===== config.mk =====
export PLATFORM = sky130hd
export DESIGN_NAME = cmdbuf_seg_fetch
export DESIGN_NICKNAME = d
export VERILOG_FILES = /design/src/rtl/cmdbuf_fetch_pkg.sv /design/src/rtl/cmdbuf_cfg_reg.sv /design/src/rtl/cmdbuf_seg_cursor.sv /design/src/rtl/cmdbuf_free_slot.sv /design/src/rtl/cmdbuf_fetch_fsm.sv /design/src/rtl/cmdbuf_seg_fetch.sv
export SDC_FILE = /design/constraint.sdc
export NUM_CORES = 1
export LEC_CHECK = 0
export BUFFER_PORTS_ARGS = -buffer_cell sky130_fd_sc_hd__buf_2
export CORE_AREA = 2 2 170 172
export DETAILED_ROUTE_END_ITERATION = 7
export DIE_AREA = 0 0 172 174
export HOLD_SLACK_MARGIN = 0.12
export PLACE_DENSITY_LB_ADDON = 0.12
export SLEW_MARGIN = 10
export SYNTH_ARGS = -nofsm -noshare
export SYNTH_HDL_FRONTEND = slang
export SYNTH_HIERARCHICAL = 1
export SYNTH_SLANG_ARGS = --single-unit

===== constraint.sdc =====
create_clock -name clk -period 4.6 [get_ports clk]
set_input_delay 0.23 -clock clk [delete_from_list [all_inputs] [get_ports clk]]
set_output_delay 0.23 -clock clk [all_outputs]
set_load 0.1 [all_outputs]

===== src/rtl/cmdbuf_fetch_pkg.sv =====
package cmdbuf_fetch_pkg;

  typedef enum logic [2:0] {
    ST_OFF   = 3'd0,
    ST_IDLE  = 3'd1,
    ST_CREQ  = 3'd2,
    ST_CWAIT = 3'd3,
    ST_LREQ  = 3'd4,
    ST_LWAIT = 3'd5
  } fetch_st_e;

  localparam int MIN_SEG_WORDS = 2;

endpackage


===== src/rtl/cmdbuf_cfg_reg.sv =====
module cmdbuf_cfg_reg #(
  parameter int PTR_W  = 33,
  parameter int SIZE_W = 13,
  parameter int POOL_W = 3,
  parameter int DWB_W  = 9,
  localparam int CFG_W = PTR_W + SIZE_W + POOL_W + DWB_W
) (
  input  logic              clk,
  input  logic              rst_n,
  input  logic              wr_i,
  input  logic [CFG_W-1:0]  data_i,
  output logic [PTR_W-1:0]  new_ptr_o,
  output logic              new_ok_o,
  output logic [SIZE_W-1:0] size_o,
  output logic [POOL_W-1:0] pool_o,
  output logic [DWB_W-1:0]  dwb_o,
  output logic              ok_o
);
  import cmdbuf_fetch_pkg::*;

  localparam int SIZE_LSB = PTR_W;
  localparam int POOL_LSB = SIZE_LSB + SIZE_W;
  localparam int DWB_LSB  = POOL_LSB + POOL_W;

  logic [SIZE_W-1:0] new_size;
  logic [SIZE_W-1:0] size_q;
  logic [POOL_W-1:0] pool_q;
  logic [DWB_W-1:0]  dwb_q;
  logic              ok_q;

  always_comb begin
    new_ptr_o = data_i[PTR_W-1:0];
    new_size  = data_i[SIZE_LSB +: SIZE_W];
    new_ok_o  = (new_size >= SIZE_W'(MIN_SEG_WORDS));
  end

  always_ff @(posedge clk or negedge rst_n) begin
    if (!rst_n) begin
      size_q <= '0;
      pool_q <= '0;
      dwb_q  <= '0;
      ok_q   <= 1'b0;
    end else if (wr_i) begin
      size_q <= new_size;
      pool_q <= data_i[POOL_LSB +: POOL_W];
      dwb_q  <= data_i[DWB_LSB +: DWB_W];
      ok_q   <= new_ok_o;
    end
  end

  assign size_o = size_q;
  assign pool_o = pool_q;
  assign dwb_o  = dwb_q;
  assign ok_o   = ok_q;

  // a usable segment size is kept only together with a set ok flag
  p_size_ok_r2: assert property (@(posedge clk) disable iff (!rst_n)
    ok_q |-> (size_q >= SIZE_W'(MIN_SEG_WORDS)));

endmodule


===== src/rtl/cmdbuf_seg_cursor.sv =====
module cmdbuf_seg_cursor #(
  parameter int ADDR_W     = 40,
  parameter int LINE_SHIFT = 7,
  parameter int SIZE_W     = 13,
  parameter int WORD_SHIFT = 3,
  localparam int PTR_W     = ADDR_W - LINE_SHIFT
) (
  input  logic              clk,
  input  logic              rst_n,
  input  logic              init_i,
  input  logic [PTR_W-1:0]  init_ptr_i,
  input  logic              step_i,
  input  logic              link_i,
  input  logic [PTR_W-1:0]  link_ptr_i,
  input  logic [SIZE_W-1:0] size_i,
  output logic [ADDR_W-1:0] base_o,
  output logic [ADDR_W-1:0] rd_addr_o,
  output logic              last_cmd_o
);
  logic [PTR_W-1:0]  ptr_q, ptr_d;
  logic [SIZE_W-1:0] off_q, off_d;
  logic              upd_en;

  always_comb begin
    ptr_d  = ptr_q;
    off_d  = off_q;
    upd_en = init_i | step_i | link_i;
    if (init_i) begin
      ptr_d = init_ptr_i;
      off_d = '0;
    end else if (link_i) begin
      ptr_d = link_ptr_i;
      off_d = '0;
    end else if (step_i) begin
      off_d = off_q + SIZE_W'(1);
    end
  end

  always_ff @(posedge clk or negedge rst_n) begin
    if (!rst_n) begin
      ptr_q <= '0;
      off_q <= '0;
    end else if (upd_en) begin
      ptr_q <= ptr_d;
      off_q <= off_d;
    end
  end

  always_comb begin
    base_o     = {ptr_q, {LINE_SHIFT{1'b0}}};
    rd_addr_o  = base_o + ADDR_W'({off_q, {WORD_SHIFT{1'b0}}});
    last_cmd_o = (off_q == (size_i - SIZE_W'(2)));
  end

  // the controls from the sequencer never collide
  p_one_update_r6: assert property (@(posedge clk) disable iff (!rst_n)
    $onehot0({init_i, step_i, link_i}));

  // the offset never passes the link word of a usable segment
  p_offset_range_r6: assert property (@(posedge clk) disable iff (!rst_n)
    (size_i >= SIZE_W'(2)) |-> (off_q < size_i));

  // after following a link, the next fetch starts at the new base
  p_link_rebase_r6: assert property (@(posedge clk) disable iff (!rst_n)
    (link_i && !init_i) |=> (rd_addr_o == base_o));

endmodule


===== src/rtl/cmdbuf_free_slot.sv =====
module cmdbuf_free_slot #(
  parameter int ADDR_W = 40,
  parameter int POOL_W = 3,
  parameter int DWB_W  = 9
) (
  input  logic              clk,
  input  logic              rst_n,
  input  logic              load_i,
  input  logic [ADDR_W-1:0] addr_i,
  input  logic [POOL_W-1:0] pool_i,
  input  logic [DWB_W-1:0]  dwb_i,
  output logic              valid_o,
  input  logic              ready_i,
  output logic [ADDR_W-1:0] addr_o,
  output logic [POOL_W-1:0] pool_o,
  output logic [DWB_W-1:0]  dwb_o
);
  logic              full_q, full_d;
  logic [ADDR_W-1:0] addr_q;
  logic [POOL_W-1:0] pool_q;
  logic [DWB_W-1:0]  dwb_q;

  always_comb begin
    full_d = full_q;
    if (full_q && ready_i) full_d = 1'b0;
    if (load_i)            full_d = 1'b1;
  end

  always_ff @(posedge clk or negedge rst_n) begin
    if (!rst_n) begin
      full_q <= 1'b0;
    end else begin
      full_q <= full_d;
    end
  end

  always_ff @(posedge clk or negedge rst_n) begin
    if (!rst_n) begin
      addr_q <= '0;
      pool_q <= '0;
      dwb_q  <= '0;
    end else if (load_i) begin
      addr_q <= addr_i;
      pool_q <= pool_i;
      dwb_q  <= dwb_i;
    end
  end

  assign valid_o = full_q;
  assign addr_o  = addr_q;
  assign pool_o  = pool_q;
  assign dwb_o   = dwb_q;

  // a new free request only ever lands in an empty slot
  p_load_empty_r9: assert property (@(posedge clk) disable iff (!rst_n)
    load_i |-> !full_q);

  // an unaccepted free request keeps its contents
  p_free_hold_r7: assert property (@(posedge clk) disable iff (!rst_n)
    (full_q && !ready_i) |=> (full_q && $stable(addr_q) && $stable(pool_q) && $stable(dwb_q)));

endmodule


===== src/rtl/cmdbuf_fetch_fsm.sv =====
module cmdbuf_fetch_fsm (
  input  logic clk,
  input  logic rst_n,
  input  logic cfg_wr_i,
  input  logic cfg_new_ok_i,
  input  logic pull_valid_i,
  output logic pull_ready_o,
  output logic rd_valid_o,
  input  logic rd_ready_i,
  input  logic rsp_valid_i,
  input  logic last_cmd_i,
  input  logic free_busy_i,
  output logic step_o,
  output logic link_o,
  output logic cmd_valid_o
);
  import cmdbuf_fetch_pkg::*;

  fetch_st_e st_q, st_d;

  always_comb begin
    st_d = st_q;
    if (cfg_wr_i) begin
      st_d = cfg_new_ok_i ? ST_IDLE : ST_OFF;
    end else begin
      unique case (st_q)
        ST_IDLE:  if (pull_valid_i) st_d = ST_CREQ;
        ST_CREQ:  if (rd_ready_i) st_d = ST_CWAIT;
        ST_CWAIT: if (rsp_valid_i) st_d = last_cmd_i ? ST_LREQ : ST_IDLE;
        ST_LREQ:  if (rd_ready_i && !free_busy_i) st_d = ST_LWAIT;
        ST_LWAIT: if (rsp_valid_i) st_d = ST_IDLE;
        default:  st_d = st_q;
      endcase
    end
  end

  always_ff @(posedge clk or negedge rst_n) begin
    if (!rst_n) begin
      st_q <= ST_OFF;
    end else begin
      st_q <= st_d;
    end
  end

  always_comb begin
    pull_ready_o = (st_q == ST_IDLE) && !cfg_wr_i;
    rd_valid_o   = (st_q == ST_CREQ) || ((st_q == ST_LREQ) && !free_busy_i);
    step_o       = (st_q == ST_CWAIT) && rsp_valid_i && !cfg_wr_i;
    link_o       = (st_q == ST_LWAIT) && rsp_valid_i && !cfg_wr_i;
    cmd_valid_o  = step_o;
  end

  // a delivered command word is a single-cycle event
  p_cmd_pulse_r5: assert property (@(posedge clk) disable iff (!rst_n)
    cmd_valid_o |=> !cmd_valid_o);

  // no link read is offered while the free slot is occupied
  p_link_gated_r9: assert property (@(posedge clk) disable iff (!rst_n)
    (free_busy_i && !pull_ready_o && rd_valid_o) |-> (st_q == ST_CREQ));

endmodule


===== src/rtl/cmdbuf_seg_fetch.sv =====
module cmdbuf_seg_fetch #(
  parameter int ADDR_W     = 40,
  parameter int LINE_SHIFT = 7,
  parameter int SIZE_W     = 13,
  parameter int POOL_W     = 3,
  parameter int DWB_W      = 9,
  parameter int DATA_W     = 64,
  localparam int PTR_W     = ADDR_W - LINE_SHIFT,
  localparam int CFG_W     = PTR_W + SIZE_W + POOL_W + DWB_W
) (
  input  logic              clk,
  input  logic              rst_n,
  input  logic              cfg_wr_i,
  input  logic [CFG_W-1:0]  cfg_data_i,
  input  logic              pull_valid_i,
  output logic              pull_ready_o,
  output logic              rd_valid_o,
  input  logic              rd_ready_i,
  output logic [ADDR_W-1:0] rd_addr_o,
  input  logic              rsp_valid_i,
  input  logic [DATA_W-1:0] rsp_data_i,
  output logic              cmd_valid_o,
  output logic [DATA_W-1:0] cmd_data_o,
  output logic              free_valid_o,
  input  logic              free_ready_i,
  output logic [ADDR_W-1:0] free_addr_o,
  output logic [POOL_W-1:0] free_pool_o,
  output logic [DWB_W-1:0]  free_dwb_o
);
  logic [PTR_W-1:0]  cfg_new_ptr;
  logic              cfg_new_ok;
  logic [SIZE_W-1:0] cfg_size;
  logic [POOL_W-1:0] cfg_pool;
  logic [DWB_W-1:0]  cfg_dwb;
  logic              cfg_ok;
  logic              seq_step;
  logic              seq_link;
  logic              seg_last;
  logic [ADDR_W-1:0] seg_base;

  cmdbuf_cfg_reg #(
    .PTR_W (PTR_W),
    .SIZE_W(SIZE_W),
    .POOL_W(POOL_W),
    .DWB_W (DWB_W)
  ) u_cfg (
    .clk      (clk),
    .rst_n    (rst_n),
    .wr_i     (cfg_wr_i),
    .data_i   (cfg_data_i),
    .new_ptr_o(cfg_new_ptr),
    .new_ok_o (cfg_new_ok),
    .size_o   (cfg_size),
    .pool_o   (cfg_pool),
    .dwb_o    (cfg_dwb),
    .ok_o     (cfg_ok)
  );

  cmdbuf_seg_cursor #(
    .ADDR_W    (ADDR_W),
    .LINE_SHIFT(LINE_SHIFT),
    .SIZE_W    (SIZE_W)
  ) u_cursor (
    .clk       (clk),
    .rst_n     (rst_n),
    .init_i    (cfg_wr_i),
    .init_ptr_i(cfg_new_ptr),
    .step_i    (seq_step),
    .link_i    (seq_link),
    .link_ptr_i(rsp_data_i[ADDR_W-1:LINE_SHIFT]),
    .size_i    (cfg_size),
    .base_o    (seg_base),
    .rd_addr_o (rd_addr_o),
    .last_cmd_o(seg_last)
  );

  cmdbuf_fetch_fsm u_fsm (
    .clk         (clk),
    .rst_n       (rst_n),
    .cfg_wr_i    (cfg_wr_i),
    .cfg_new_ok_i(cfg_new_ok),
    .pull_valid_i(pull_valid_i),
    .pull_ready_o(pull_ready_o),
    .rd_valid_o  (rd_valid_o),
    .rd_ready_i  (rd_ready_i),
    .rsp_valid_i (rsp_valid_i),
    .last_cmd_i  (seg_last),
    .free_busy_i (free_valid_o),
    .step_o      (seq_step),
    .link_o      (seq_link),
    .cmd_valid_o (cmd_valid_o)
  );

  cmdbuf_free_slot #(
    .ADDR_W(ADDR_W),
    .POOL_W(POOL_W),
    .DWB_W (DWB_W)
  ) u_free (
    .clk    (clk),
    .rst_n  (rst_n),
    .load_i (seq_link),
    .addr_i (seg_base),
    .pool_i (cfg_pool),
    .dwb_i  (cfg_dwb),
    .valid_o(free_valid_o),
    .ready_i(free_ready_i),
    .addr_o (free_addr_o),
    .pool_o (free_pool_o),
    .dwb_o  (free_dwb_o)
  );

  assign cmd_data_o = rsp_data_i;

  // an unusable configuration keeps both the pull and read sides quiet
  p_off_quiet_r3: assert property (@(posedge clk) disable iff (!rst_n)
    !cfg_ok |-> (!rd_valid_o && !pull_ready_o));

  // a stalled read request keeps its address
  p_rd_stable_r4: assert property (@(posedge clk) disable iff (!rst_n)
    (rd_valid_o && !rd_ready_i && !cfg_wr_i) |=> (rd_valid_o && $stable(rd_addr_o)));

  // every read address is 64-bit word aligned
  p_rd_aligned_r4: assert property (@(posedge clk) disable iff (!rst_n)
    rd_valid_o |-> (rd_addr_o[2:0] == 3'b000));

endmodule


# [Word level (Yosys, flattened, before mapping)]
# Index checks and enable logic that the tools add are counted.
[op_classes] n_eq_ne=11 n_mux=16 reduce_logical=18 order_cmp=1 bitwise=2 addsub=3
[ops] cell="33-bit two-way mux" count=2
[ops] cell="40-bit by 16-bit adder with 40-bit output" count=1
[ops] cell="13-bit two-way mux" count=3
[ops] cell="3-bit two-way mux" count=7
[ops] cell="3-bit case mux with 5 select lines" count=1
[ops] cell="13-bit by 1-bit adder with 13-bit output, second input constant" count=1
[ops] cell="13-bit == test" count=1
[ops] cell="13-bit by 2-bit greater-or-equal comparator with 1-bit output, second input constant" count=1
[ops] cell="13-bit by 2-bit subtractor with 13-bit output, second input constant" count=1
[ops] cell="3-bit != test, second input constant" count=4
[ops] cell="1-bit logical AND" count=8
[ops] cell="3-bit by 2-bit == test with 1-bit output, second input constant" count=2
[ops] cell="3-bit == test, second input constant" count=2
[ops] cell="6-bit AND reduction" count=1
[ops] cell="6-bit nonzero test" count=1
[ops] cell="2-bit AND reduction" count=2
[ops] cell="2-bit nonzero test" count=2
[ops] cell="3-bit by 1-bit == test with 1-bit output, second input constant" count=1
[ops] cell="1-bit two-way mux" count=3
[ops] cell="3-bit by 2-bit != test with 1-bit output, second input constant" count=1
[ops] cell="3-bit nonzero test" count=1
[ops] cell="1-bit logical NOT" count=2
[ops] cell="1-bit bitwise OR" count=2
[ops] cell="1-bit logical OR" count=1
[word_totals] ff_bits=120 wordCells=61

# [Logic depth before layout (Yosys ltp)]
# Gate-level depths: netlist of run 1.
[logic_depth] depth_word=6 depth_mapped=11

# [By module]
# The synthesis of run 1 kept the hierarchy.
[modules_own_cells] mod="cmdbuf_seg_cursor" cells_per_inst=400 area_each_um2=3468.3 instances=1 seq_area_each_um2=1151.1
[modules_own_cells] mod="cmdbuf_free_slot" cells_per_inst=113 area_each_um2=2218.4 instances=1 seq_area_each_um2=1326.3
[modules_own_cells] mod="cmdbuf_cfg_reg" cells_per_inst=93 area_each_um2=1335.0 instances=1 seq_area_each_um2=650.6
[modules_own_cells] mod="cmdbuf_seg_fetch" cells_per_inst=64 area_each_um2=480.5 instances=1 seq_area_each_um2=0.0
[modules_own_cells] mod="cmdbuf_fetch_fsm" cells_per_inst=33 area_each_um2=302.8 instances=1 seq_area_each_um2=75.1

# [Worst setup path after synthesis of run 1]
# No wires, ideal clock.
[synth_timing] path_kind="flip-flop to output port" startpoint="register u_cursor.off_q[4]" endpoint="output port rd_addr_o[37]" path_buffers=0 stages_incl_launch_ff=8 t_arrival_ns=3.565 path_slack_ns=0.805 path_cell_list="dfrtp_1 ha_1 fa_1 a211oi_1 o21bai_1 a32oi_1 nor3_1 xnor2_1"
[synth_between] elab_chain_cells=1
[synth_lines] element="from (decl)" line="cmdbuf_seg_cursor.sv:21" source="logic [SIZE_W-1:0] off_q, off_d;"
[synth_lines] element="from (signal assigned)" line="cmdbuf_seg_cursor.sv:42" source="off_q <= '0;"
[synth_lines] element="from (signal assigned)" line="cmdbuf_seg_cursor.sv:45" source="off_q <= off_d;"
[synth_lines] element="40-bit by 16-bit adder with 40-bit output" line="cmdbuf_seg_cursor.sv:51" source="rd_addr_o = base_o + ADDR_W'({off_q, {WORD_SHIFT{1'b0}}});"
[synth_lines] element="to (decl)" line="cmdbuf_seg_fetch.sv:19" source="output logic [ADDR_W-1:0] rd_addr_o,"
# Every way passes these cells.

# [Worst setup path in the final report of run 1]
[layout_timing] startpoint="register u_cursor.off_q[4]" endpoint="output port rd_addr_o[39]"
# The elaborated chain is that of the path after synthesis.

==> results of run 1 <==
power groups by stage:
| stage | combinational (mW) | sequential (mW) | clock (mW) |
|---|---|---|---|
| detailed placement | 0.631 | 1.25 | 0 |
| floorplan | 0.668 | 1.23 | 0 |
| finish | 0.684 | 1.23 | 1.36 |
| CTS | 0.691 | 1.23 | 1.40 |
| global route | 0.726 | 1.24 | 1.46 |
| global placement | 0.634 | 1.25 | 0 |
registers in the layout (all words and copies together) (netlist names), 3 cells and up:
signal,count
u_free/addr_o,40
u_cursor/ptr_q,33
u_cfg/size_o,13
u_cursor/off_q,13
u_cfg/dwb_o,9
u_free/dwb_o,9
u_cfg/pool_o,3
u_free/pool_o,3
u_fsm/st_q,3
worst reg2reg max path: cells and delay by family, from the launching register on:
family | cells | cell delay (ns)
mux | 1 | 0.26
simple gates | 2 | 0.93
compound gates | 1 | 0.09
buf+inv | 2 | 1.24
flops | 1 | 0.52
how the worst max path moves through the flow:
stage / end / slack (ns) / cells after the start
floorplan: rd_addr_o[37] / 0.80 / 7
global placement: rd_addr_o[39] / 1.10 / 8
detailed placement: rd_addr_o[39] / 1.07 / 8
CTS: rd_addr_o[39] / 0.58 / 8
global route: rd_addr_o[37] / 0.35 / 8
finish: rd_addr_o[39] / 0.65 / 8
metrics by stage:
step                setup slack (ns)  std cells  utilization (%)
floorplan                      0.805        709                -
global placement                1.10       1183             29.7
detailed placement              1.07       1183             29.7
CTS                            0.581       1291             34.4
global route                   0.348       1291             34.4
finish                         0.654       1291             34.4
per-layer routing:
layer | vias to the layer above | global-route usage [%] | part of all wire [%]
met2 | 185 | 22.5 | 45
met3 | 23 | 3.37 | 6.3
met5 | - | 0 | 0
li1 | 2689 | - | -
met4 | 0 | 3.85 | 1.2
met1 | 2629 | 19.6 | 48
area by class of cell:
| type | count | area share, % |
|---|---|---|
| multi-input cells | 430 | 36.0 |
| flip-flops and latches | 127 | 32.7 |
| repair buffers | 306 | 20.0 |
| well taps | 384 | 4.95 |
| clock buffers | 17 | 4.38 |
| clock inverters | 15 | 1.56 |
| inverters | 12 | 0.464 |
cell usage in the layout, fill, tap and decap left out, drive strengths merged, types with 5 or more instances in the layout:
cell,n
nand2,49
mux2i,36
nand4,14
a21oi,15
clkbuf,17
mux2,78
nor4,6
buf,230
xnor2,25
xor2,38
conb,10
inv,20
dlygate4sd3,76
nor2,32
o21ai,36
and2,5
a211oi,6
nand3,11
nor3,10
dfrtp,127
ha,11
==> results.tsv, run 1 <==
stage	metric	value	unit
run_status	status	finished clean	
die	ios	289	
cts	cts-buffers-inserted	17	
cts	insertion_delay	0.42	ns
timing	hold_ws	0.135	ns
finish	fin_nets	1035	
power	switchingPower	1.15	mW
worst_setup_path	r2r-start	u_fsm/st_q[0]	
worst_setup_path	arrival	3.72	ns
routing	first_pass_iters	4	
worst_setup_path	crit_path_start_kind	flop	
die	initial_core_util	27.5	%
cts	holdBufCountCts	76	
timing	finClkSkew	0.0125	ns
cts	path_clk_slew	0.06	ns
global_routing	grt_pass1_wl	33000	µm
global_routing	grt.total_usage	14.3	%
cts	cts-root-buf	clkbuf_16	
power	power.density	338	mW/mm²
die	die_area	0.0299	mm²
worst_setup_path	startpoint	u_cursor/off_q[4]	
global_routing	grt_max_degree	87	
global_routing	grt.overflow.total	0	
timing	fmax	253	MHz
power	power_frac_seq	37.6	%
power	p_int	2.13	mW
worst_setup_path	slowest_stage	a32oi_1	
worst_setup_path	timing.rr.end	u_cursor/ptr_q[14]	
logic_synthesis	synth_area	0.00777	mm²
cts	htreeDepth	4	
power	pwr-share-comb	20.9	%
power	power_frac_clock	41.5	%
routing	dr_total_vias	5526	
power	total_power	3.28	mW
cts	ctsLongestPathBuffers	2	
timing	rsz0062_at_grt	false	
finish	multi_input_area	0.00349	mm²
timing	worst_pin_slew	1.23	ns
timing	hold_violations	0	
worst_hold_path	hp-class	primary input to flop	
routing	vias_per_cell	4.28	
worst_setup_path	crit_path_cell_trace	ha_1 > fa_1 > a211oi_1 > o21bai_1 > a32oi_1 > or3b_1 > xnor2_1 > buf_2	
worst_setup_path	critical_path_class	flop to primary output	
cts	cts.repair.resized	0	
worst_setup_path	cpPeakStageDelay	0.92	ns
cts	clkSinkCount	127	
placement	gp_congestion	0.761	
logic_synthesis	synth.avg_cell_area	11.1	µm²
timing	fin_crit	3.95	ns
timing	setup_tns	0	ns
finish	drive_gt1_share	38.8	%
power	p_leak	4.68	nW
routing	wirelength	21200	µm
timing	slew_viol_final	0	
worst_setup_path	crit_fanout	9	
logic_synthesis	netlist_instances	700	
global_routing	antenna_found_initial	0	
logic_synthesis	yosys_warnings	6	
routing	drc	0	
finish	fin_area	0.00971	mm²
worst_hold_path	whs_path_depth	2	
global_routing	grt_pass1_vias	5730	
job	drv_cap	0	
worst_setup_path	r2r_cells	6	
worst_setup_path	critPathRequiredTime	4.37	ns
power	peakVddDrop	0.000220	V
placement	post_dp_cell_area	0.00837	mm²
worst_setup_path	critPathCaptureType	primary output	
worst_setup_path	crit_buf_inv	1	
finish	fillers	2925	
power	swShare	35.0	%
die	die_h	174	µm
timing	fin_crit_sh	85.8	%
cts	cts_setup_buffers	0	
die	die_w	172	µm
routing	wl_per_cell	16.4	µm
timing	setup_viol	0	
timing	maxSlewHeadroom	17.8	%
routing	drt_iter0_markers	154	
cts	cts_tree	yes	
worst_hold_path	hp-start	cfg_data_i[45]	
worst_setup_path	crit_family	compound AO/OA/AOI/OAI gates	
routing	ant_nets	0	
placement	dp_hpwl	14800	µm
worst_hold_path	whs_endpoint	u_cfg/size_o[12]	
finish	seq_area	0.00318	mm²
worst_setup_path	r2r_setup_slack	1.45	ns
placement	port_buffers	223	
finish	area_growth	25.0	%
die	rows	62	
finish	diodes	0	
die	coreArea	0.0282	mm²
(Power assumes the default switching activity.)
==> inputs of run 2 (changes only) <==
CORE_AREA = 2 2 153 192   (was 2 2 170 172)
DIE_AREA = 0 0 155 194   (was 0 0 172 174)
==> run 2 against run 1 <==
  * First-iteration DRC count grew 14%
  * Hold slack better by 0.011 ns
  * Non-clock buffer count rose by 12
  * Worst setup slack improved by 0.43 ns
  * Clock skew fell by 0.0051 ns
  * Combinational power increased by 2%
  * Clock power rose by 5%
  * Wire length decreased by 1.8%
  * Sequential power is essentially flat
  * Sequential cell count did not move
  * Critical path type unchanged
  * Highest routed layer unchanged
==> results.tsv, run 2 (synthesized netlist as in run 1, its figures left out) <==
stage	metric	value	unit	change
routing	ant_nets	0		unchanged
die	ios	289		unchanged
finish	area_growth	26.6	%	
worst_setup_path	crit_path_start_kind	flop		
cts	cts_tree	yes		
worst_setup_path	r2r-start	u_fsm/st_q[0]		
finish	fillers	2853		-2.5%
finish	mostFrequentLayoutCell	buf_2		
cts	ctsLongestPathBuffers	2		unchanged
die	rows	69		+11%
routing	dr_total_vias	5555		+0.52%
timing	hold_ws	0.147	ns	+0.0113 ns
cts	insertion_delay	0.42	ns	about the same
power	power_frac_clock	42.6	%	+1.1 points
timing	worst_pin_slew	0.893	ns	-0.340 ns
timing	fin_ws	1.08	ns	+0.427 ns
die	initial_core_util	27.5	%	about the same
worst_setup_path	startpoint	u_cursor/off_q[7]		
worst_setup_path	crit_fanout	12		+3
die	die_w	155	µm	-9.9%
timing	fin_crit_sh	76.5	%	-9.3 points
worst_setup_path	arrival	3.29	ns	-0.43 ns
power	p_int	2.26	mW	+6.1%
placement	gp_congestion	0.735		-3.3%
die	die_h	194	µm	+11%
timing	slew_viol_final	0		unchanged
routing	wl_per_cell	16.3	µm	-0.45%
cts	cts-root-buf	clkbuf_16		
cts	clkSinkCount	127		unchanged
timing	fmax	284	MHz	+12%
routing	vias_per_cell	4.36		+1.9%
timing	setup_viol	0		unchanged
finish	diodes	0		unchanged
placement	port_buffers	223		unchanged
worst_setup_path	critPathRequiredTime	4.37	ns	about the same
finish	largest_reg_flops	40		unchanged
cts	htreeDepth	4		unchanged
run_status	status	finished clean		
routing	wirelength	20800	µm	-1.8%
power	pwr-share-comb	20.7	%	-0.2 points
worst_setup_path	critical_path_class	flop to primary output		
finish	layout.cells.non_filler	1274		-1.3%
worst_hold_path	hp-class	primary input to flop		
finish	seq_area	0.00318	mm²	unchanged
cts	holdBufCountCts	88		+16%
power	swShare	32.7	%	-2.3 points
power	p_leak	4.74	nW	+1.4%
power	peakVddDrop	0.000216	V	-1.9%
routing	drc	0		unchanged
timing	hold_violations	0		unchanged
global_routing	grt_pass1_vias	5659		-1.2%
cts	cts-buffers-inserted	17		unchanged
placement	dp.cells	1154		-2.5%
power	power_frac_seq	36.7	%	-0.9 points
global_routing	antenna_found_initial	0		unchanged
worst_setup_path	critPathCaptureType	primary output		
finish	fin_nets	1047		+1.2%
power	switchingPower	1.10	mW	-4.3%
global_routing	grt_pass1_wl	32900	µm	-0.11%
worst_hold_path	hp-start	rsp_data_i[10]		
global_routing	grt.overflow.total	0		unchanged
cts	cts_setup_buffers	0		unchanged
routing	first_pass_iters	4		unchanged
timing	finClkSkew	0.00741	ns	-0.00510 ns
routing	drt_iter0_markers	176		+14%
die	die_area	0.0301	mm²	+0.47%
placement	dpl_worst_slack	1.54	ns	+0.469 ns
global_routing	grt_max_degree	92		+5.7%
finish	final_util	34.8	%	+0.44 points
finish	multi_input_area	0.00349	mm²	unchanged
timing	setup_tns	0	ns	unchanged
timing	rsz0062_at_grt	false		
die	coreArea	0.0282	mm²	about the same
finish	final_cell_mix	buf_2, dfrtp_1, dlygate4sd3_1, mux2_4, nand2_1		
finish	drive_gt1_share	38.3	%	-0.51 points
global_routing	grt.total_usage	14.1	%	-0.16 points
power	power.density	342	mW/mm²	+1.2%
cts	cts.repair.resized	0		unchanged
cts	path_clk_slew	0.06	ns	about the same
job	drv_cap	0		unchanged
timing	maxSlewHeadroom	40.5	%	+23 points
timing	fin_crit	3.52	ns	-0.427 ns
placement	dp_hpwl	14700	µm	-0.85%
[run 2: cell types whose count changed in the layout (fill, tap and decap cells not counted), sizes merged]
cell | previous run | this run
dlygate4sd3 | 76 | 88
clkbuf | 17 | 19
clkinvlp | 2 | 4
inv | 20 | 14
bufinv | 1 | 3
[run 2: metrics by stage]
| stage | cell area (µm²) | power (mW) |
|---|---|---|
| 6_report | 9830 | 3.36 |
| 3_3_place_gp | 8340 | 1.89 |
| 4_1_cts | 9830 | 3.43 |
| 5_1_grt | 9830 | 3.52 |
| 2_1_floorplan | 7800 | 1.90 |
| 3_5_place_dp | 8340 | 1.89 |
[run 2: per-layer routing]
metal	up-vias	share of wire [%]	GRT usage (%)
met3	14	5.3	3.64
met1	2641	46	18.8
met5	-	0	0
li1	2713	-	-
met4	0	0.97	4.12
met2	187	48	22.7
[run 2: final timing paths]
path                       slack [ns]                 end  cells after the start
setup reg to reg                 1.47  u_cursor/ptr_q[21]                      6
setup / recovery                 1.08       rd_addr_o[36]                      7
hold reg to reg                  0.50     u_free/dwb_o[8]                      1
hold / removal                   0.15   u_cursor/ptr_q[3]                      3
max in group asynchronous        3.09   u_free/addr_o[22]                      3
min in group asynchronous        0.46   u_cursor/off_q[1]                      2
[run 2: worst max-delay path: stages, from the launching register on]
cell       delay (ns)
dfrtp_1          0.47
ha_1             0.39
o21ai_0          0.10
o21bai_1         0.23
nand3_1          0.55
a2111oi_2        0.52
xnor2_1          0.15
buf_2            0.44
[run 2: layout make-up]
| type | count | share of cell area, % |
|---|---|---|
| Tap cell | 355 | 4.52 |
| Clock buffer | 19 | 4.61 |
| Timing Repair Buffer | 318 | 20.9 |
| Sequential cell | 127 | 32.3 |
| Inverter | 12 | 0.458 |
| Multi-Input combinational cell | 430 | 35.5 |
| Clock inverter | 13 | 1.64 |
[run 2: power by group through the flow]
stage	Clock [mW]	Combinational, mW	Sequential [mW]
floorplan	0	0.668	1.23
global placement	0	0.635	1.25
detailed placement	0	0.633	1.25
CTS	1.49	0.705	1.23
global route	1.54	0.741	1.24
finish	1.43	0.697	1.23
